$ cat config.mk
export PLATFORM = sky130hd
export DESIGN_NAME = sp_txpin_ctrl
export DESIGN_NICKNAME = d
export VERILOG_FILES = /design/src/rtl/sp_txpin_pkg.sv /design/src/rtl/sp_txpin_cfg_hold.sv /design/src/rtl/sp_txpin_gate.sv /design/src/rtl/sp_txpin_fs_sample.sv /design/src/rtl/sp_txpin_ctrl.sv
export SDC_FILE = /design/constraint.sdc
export NUM_CORES = 1
export LEC_CHECK = 0
export BUFFER_PORTS_ARGS = -buffer_cell sky130_fd_sc_hd__buf_2
export CORE_MARGIN = 4
export CORE_UTILIZATION = 30
export CTS_BUF_LIST = sky130_fd_sc_hd__clkbuf_2
export DETAILED_ROUTE_END_ITERATION = 8
export PLACE_DENSITY = 0.55
export SYNTH_ARGS = -nofsm -noshare
export SYNTH_HDL_FRONTEND = slang
export SYNTH_SLANG_ARGS = --single-unit
$ cat constraint.sdc
create_clock -name clk -period 1.21 [get_ports clk]
set_input_delay 0.242 -clock clk [delete_from_list [all_inputs] [get_ports clk]]
set_output_delay 0.242 -clock clk [all_outputs]
set_load 0.01 [all_outputs]
$ cat src/rtl/sp_txpin_pkg.sv
package sp_txpin_pkg;

    typedef struct packed {
        logic gate_en;
        logic pair;
        logic loopback;
        logic full_cycle;
        logic clkx_master;
        logic fsx_master;
        logic rxclk_int;
        logic rxfs_int;
    } txpin_cfg_t;

    localparam txpin_cfg_t CFG_RESET = '0;

    function automatic logic gating_on(input txpin_cfg_t c);
        return c.gate_en & c.clkx_master & c.fsx_master;
    endfunction

endpackage

$ cat src/rtl/sp_txpin_cfg_hold.sv
module sp_txpin_cfg_hold
    import sp_txpin_pkg::*;
(
    input  logic       clk,
    input  logic       rst,
    input  logic       busy,
    input  txpin_cfg_t cfg_in,
    output txpin_cfg_t cfg_q
);
    always_ff @(posedge clk) begin
        if (rst)
            cfg_q <= CFG_RESET;
        else if (!busy)
            cfg_q <= cfg_in;
    end

    assert_hold_busy_R10: assert property (@(posedge clk) disable iff (rst)
        busy |=> $stable(cfg_q));
endmodule

$ cat src/rtl/sp_txpin_gate.sv
module sp_txpin_gate #(
    parameter int POST_CLKS = 3
) (
    input  logic clk,
    input  logic rst,
    input  logic bclk_rise,
    input  logic bclk_fall,
    input  logic fs,
    input  logic gate_on,
    output logic clk_q,
    output logic tail_busy
);
    localparam int CNT_W = $clog2(POST_CLKS + 1);
    localparam logic [CNT_W-1:0] RELOAD = CNT_W'(POST_CLKS);

    logic [CNT_W-1:0] tail_cnt;
    logic             window;

    assign window    = !gate_on || fs || (tail_cnt != '0);
    assign tail_busy = (tail_cnt != '0);

    always_ff @(posedge clk) begin
        if (rst) begin
            tail_cnt <= '0;
        end else if (bclk_rise) begin
            if (fs)
                tail_cnt <= RELOAD;
            else if (tail_cnt != '0)
                tail_cnt <= tail_cnt - 1'b1;
        end
    end

    always_ff @(posedge clk) begin
        if (rst)
            clk_q <= 1'b0;
        else if (bclk_fall)
            clk_q <= 1'b0;
        else if (bclk_rise && window)
            clk_q <= 1'b1;
    end

    assert_fall_low_R11: assert property (@(posedge clk) disable iff (rst)
        bclk_fall |=> !clk_q);
    assert_closed_hold_R2: assert property (@(posedge clk) disable iff (rst)
        (gate_on && bclk_rise && !bclk_fall && !fs && tail_cnt == '0) |=> $stable(clk_q));
    assert_free_run_R1: assert property (@(posedge clk) disable iff (rst)
        (!gate_on && bclk_rise && !bclk_fall) |=> clk_q);
endmodule

$ cat src/rtl/sp_txpin_fs_sample.sv
module sp_txpin_fs_sample (
    input  logic clk,
    input  logic rst,
    input  logic bclk_rise,
    input  logic bclk_fall,
    input  logic full_cycle,
    input  logic fs,
    output logic fs_q
);
    logic load;

    assign load = full_cycle ? bclk_rise : bclk_fall;

    always_ff @(posedge clk) begin
        if (rst)
            fs_q <= 1'b0;
        else if (load)
            fs_q <= fs;
    end

    assert_full_edge_R8: assert property (@(posedge clk) disable iff (rst)
        (full_cycle && bclk_rise) |=> fs_q == $past(fs));
    assert_half_edge_R8: assert property (@(posedge clk) disable iff (rst)
        (!full_cycle && bclk_fall) |=> fs_q == $past(fs));
endmodule

$ cat src/rtl/sp_txpin_ctrl.sv
module sp_txpin_ctrl
    import sp_txpin_pkg::*;
#(
    parameter int POST_CLKS = 3
) (
    input  logic clk,
    input  logic rst,
    input  logic bclk_rise,
    input  logic bclk_fall,
    input  logic fsx_int,
    input  logic dx_int,
    input  logic frame_act,
    input  logic cfg_gate_en,
    input  logic cfg_pair,
    input  logic cfg_loopback,
    input  logic cfg_full_cycle,
    input  logic cfg_clkx_master,
    input  logic cfg_fsx_master,
    input  logic cfg_rxclk_int,
    input  logic cfg_rxfs_int,
    input  logic pin_clkr,
    input  logic pin_fsr,
    input  logic pin_dr,
    output logic clkx_pin,
    output logic clkx_oe,
    output logic fsx_pin,
    output logic fsx_oe,
    output logic dx_pin,
    output logic dx_oe_n,
    output logic rx_clk,
    output logic rx_fs,
    output logic rx_data,
    output logic fs_smp
);
    txpin_cfg_t cfg_in, cfg;
    logic       tail_busy, tx_clk, gate_on, busy;

    assign cfg_in = '{gate_en: cfg_gate_en, pair: cfg_pair, loopback: cfg_loopback,
                      full_cycle: cfg_full_cycle, clkx_master: cfg_clkx_master,
                      fsx_master: cfg_fsx_master, rxclk_int: cfg_rxclk_int,
                      rxfs_int: cfg_rxfs_int};
    assign busy    = fsx_int || frame_act || tail_busy;
    assign gate_on = gating_on(cfg);

    sp_txpin_cfg_hold u_hold (
        .clk(clk), .rst(rst), .busy(busy), .cfg_in(cfg_in), .cfg_q(cfg)
    );

    sp_txpin_gate #(.POST_CLKS(POST_CLKS)) u_gate (
        .clk(clk), .rst(rst), .bclk_rise(bclk_rise), .bclk_fall(bclk_fall),
        .fs(fsx_int), .gate_on(gate_on), .clk_q(tx_clk), .tail_busy(tail_busy)
    );

    sp_txpin_fs_sample u_fs (
        .clk(clk), .rst(rst), .bclk_rise(bclk_rise), .bclk_fall(bclk_fall),
        .full_cycle(cfg.full_cycle), .fs(fsx_int), .fs_q(fs_smp)
    );

    assign clkx_pin = tx_clk;
    assign fsx_pin  = fsx_int;
    assign dx_pin   = dx_int;

    always_comb begin
        if (cfg.loopback) begin
            clkx_oe = 1'b0;
            fsx_oe  = 1'b0;
            dx_oe_n = 1'b1;
            rx_clk  = tx_clk;
            rx_fs   = fsx_int;
            rx_data = dx_int;
        end else begin
            clkx_oe = cfg.clkx_master;
            fsx_oe  = cfg.fsx_master;
            dx_oe_n = cfg.pair ? 1'b0 : !frame_act;
            rx_clk  = (gate_on || cfg.rxclk_int) ? tx_clk : pin_clkr;
            rx_fs   = (gate_on || cfg.rxfs_int) ? fsx_int : pin_fsr;
            rx_data = pin_dr;
        end
    end

    assert_loop_oe_R7: assert property (@(posedge clk) disable iff (rst)
        cfg.loopback |-> (!clkx_oe && !fsx_oe && dx_oe_n));
    assert_pair_drive_R6: assert property (@(posedge clk) disable iff (rst)
        (cfg.pair && !cfg.loopback) |-> !dx_oe_n);
    assert_gate_rx_R4: assert property (@(posedge clk) disable iff (rst)
        (gate_on && !cfg.loopback) |-> (rx_clk == clkx_pin && rx_fs == fsx_pin));
endmodule

==> results.yml <==
critical_path:
  cp.required_ps: 970
  arrival_ps: 1370
  end_kind: "output port"
  crit_path_start_kind: "register"
  crit_path_max_fanout: 3
  criticalPathCategory: "reg2out"
yosys:
  synth_edf_count: 0
  synth_most_common_cell: "nand2_1"
  synth_cell_types: 21
  seq_area_frac_synth_pct: 42.76
  ys_top_cells_by_area: "dfxtp_1 (43%), nand2_1 (11%), a21oi_1 (9.8%)"
  synth_top_cell_by_area: "dfxtp_1"
  synth_area_sq_um: 561.8
  netlist_top_cells_count: "nand2_1 (16), dfxtp_1 (12), a21oi_1 (11), mux2_2 (3), nor2_1 (3)"
  syn-num-nets: 86
  synthFlopType: "dfxtp_1"
  yosysWarnings: 0
  syn_area_per_cell_sq_um: 8.385
  synth_top_area_share_pct: 42.76
  syn_inst: 67
  synth-seq-cells: 12
  synthArstFlopShare_pct: 0
grt:
  grt_max_degree: 13
  grt_pass1_vias: 543
  grt_pass1_wl_um: 2497
  grt_overflow: 0
  antenna_found_initial: 0
  grtUsageTotal_pct: 13.43
timing:
  fin_hold_ws_ps: 181.8
  setup_viol: 14
  tightest_slew_ps: 290.7
  setup_tns_ps: -1718
  final_max_slew_viol_count: 0
  fin_crit_sh_pct: 133.2
  finalHoldViolations: 0
  rsz0062_at_grt: "yes"
  slew_headroom_pct: 80.62
  period_needed_ps: 1611
  final.setup.worst_slack_ps: -401.1
  fmax_ghz: 0.6207
  skew_ps: 7.285
die:
  die_w_um: 51.28
  start_util_pct: 32.19
  fp-row-count: 15
  dieArea_sq_mm: 0.002629
  io-pin-count: 28
  die_h_um: 51.28
  fp.coreArea_sq_mm: 0.001745
pwr:
  power_leakage_nw: 0.4362
  vdd_ir_drop_max_v: 0.0006654
  power.density_mw_per_mm2: 951.9
  power.total_mw: 0.9278
worst_hold_path:
  hold_class: "in2reg"
clock_tree:
  insertion_delay_ps: 270
  cts.sinks: 12
  h-tree-depth: 1
  numCtsBuffers: 3
  cts_tree: "done"
  cts_buffer_depth: 2
  hold_buffers: 0
  clk_pin_slew_worst_paths_ps: 120
  cts_root_buf: "clkbuf_2"
detailed_routing:
  drtPass1Iterations: 3
  wire_per_inst_um: 12.42
  initialDrtViolationCount: 5
  wl_met3_um: 67
  routed.top_layer: "met4"
  wirelength_um: 1615
  post-route-drc-count: 0
  viasPerCell: 4.523
  met1Wirelength_um: 661
  via_count: 588
  ant_nets: 0
  route.met2.wl_um: 821
run:
  max-cap-violations: 0
run_status:
  violations: "negative setup slack"
  status: "finished with violations"
layout:
  nNetsFinal: 125
  seq_area_sq_um: 247.7
  antennaDiodeCount: 0
  drive_above_1_share_pct: 71.43
  fill_cells: 162
  syn2layout_area_growth_pct: 73.50
  multi_input_area_sq_um: 414.1
placed_design:
  post-place-ws_ps: -166.6
  gp_congestion: 0.6946
  hpwl_um: 1057
  io_buffers: 27
## per-stage QoR
| stage | area (sq um) | utilization [%] | std cells |
|---|---|---|---|
| 2_1_floorplan | 589.3 | - | 67 |
| 3_3_place_gp | 793.3 | 45.45 | 124 |
| 3_5_place_dp | 793.3 | 45.45 | 124 |
| 4_1_cts | 899.6 | 51.54 | 129 |
| 5_1_grt | 974.7 | 55.84 | 130 |
| 6_report | 974.7 | 55.84 | 130 |
## worst paths after layout
kind,start,end,slack [ps],depth (start not counted)
worst max register to register,u_gate.tail_cnt[0],u_hold.cfg_q[5],-80,7
worst max-delay path,u_hold.cfg_q[3],rx_fs,-400,4
worst min-delay path,cfg_clkx_master,u_hold.cfg_q[3],180,3
worst min register to register,u_hold.cfg_q[6],u_hold.cfg_q[6],480,2
## cell type report
type	count	share of cell area, %
inverter	2	0.7702
clock buffer	3	1.540
clock inverter	1	0.3851
sequential	12	25.42
timing repair buffer	38	26.19
multi-input combinational	49	42.49
tap	25	3.209
## worst max-delay path, stage by stage (launching register included)
cell,delay [ps]
dfxtp_2,340
and3_4,200
nor3_4,120
mux2_4,320
buf_6,120
## report_power, final
part	total (mW)	internal, mW	switching (mW)
clock network	0.208	0.0718	0.136
logic	0.283	0.160	0.123
registers	0.437	0.418	0.0192
## per-layer routing
metal	vias to the layer above	GRT usage (%)
met4	0	10.48
met2	15	19.53
li1	303	-
met1	264	17.52
met5	-	0
met3	6	2.041
## flip-flops by register name, indices dropped and copies added (netlist names)
signal and cells:
u_fs.fs_q 1, u_gate.clk_q 1, u_gate.tail_cnt 2, u_hold.cfg_q 8
## timing repair
action / in CTS / in global routing
hold endpoints to repair: 0 / 0
endpoints found under the setup margin: 14 / 16
gates resized for setup: 20 / 20
buffers inserted: 1 / 2
cloned: 0 / 0
pin swaps: 10 / 12
## cell usage in the layout, fill, tap and decap left out, drive strengths merged
master,netlist,routed
a211oi,2,2
a21oi,11,11
and3,1,1
buf,3,38
clkbuf,1,3
clkinv,0,1
dfxtp,12,12
ha,1,1
inv,2,2
mux2,3,3
mux2i,2,2
nand2,16,16
nand2b,1,1
nor2,3,3
nor2b,2,2
nor3,2,2
nor3b,2,2
o21ai,1,1
o21bai,1,1
or3b,1,1
## cell families after synthesis
family	after synthesis	share of synthesized area, %
AO/OA/AOI/OAI	15	14.70
adder cells (fa/ha/maj)	1	2.227
buffers and inverters	6	6.680
flip-flops	12	42.76
multiplexers	5	9.577
AND/OR/NAND/NOR	28	24.06
Note: power is estimated with default switching activity, not from simulation.
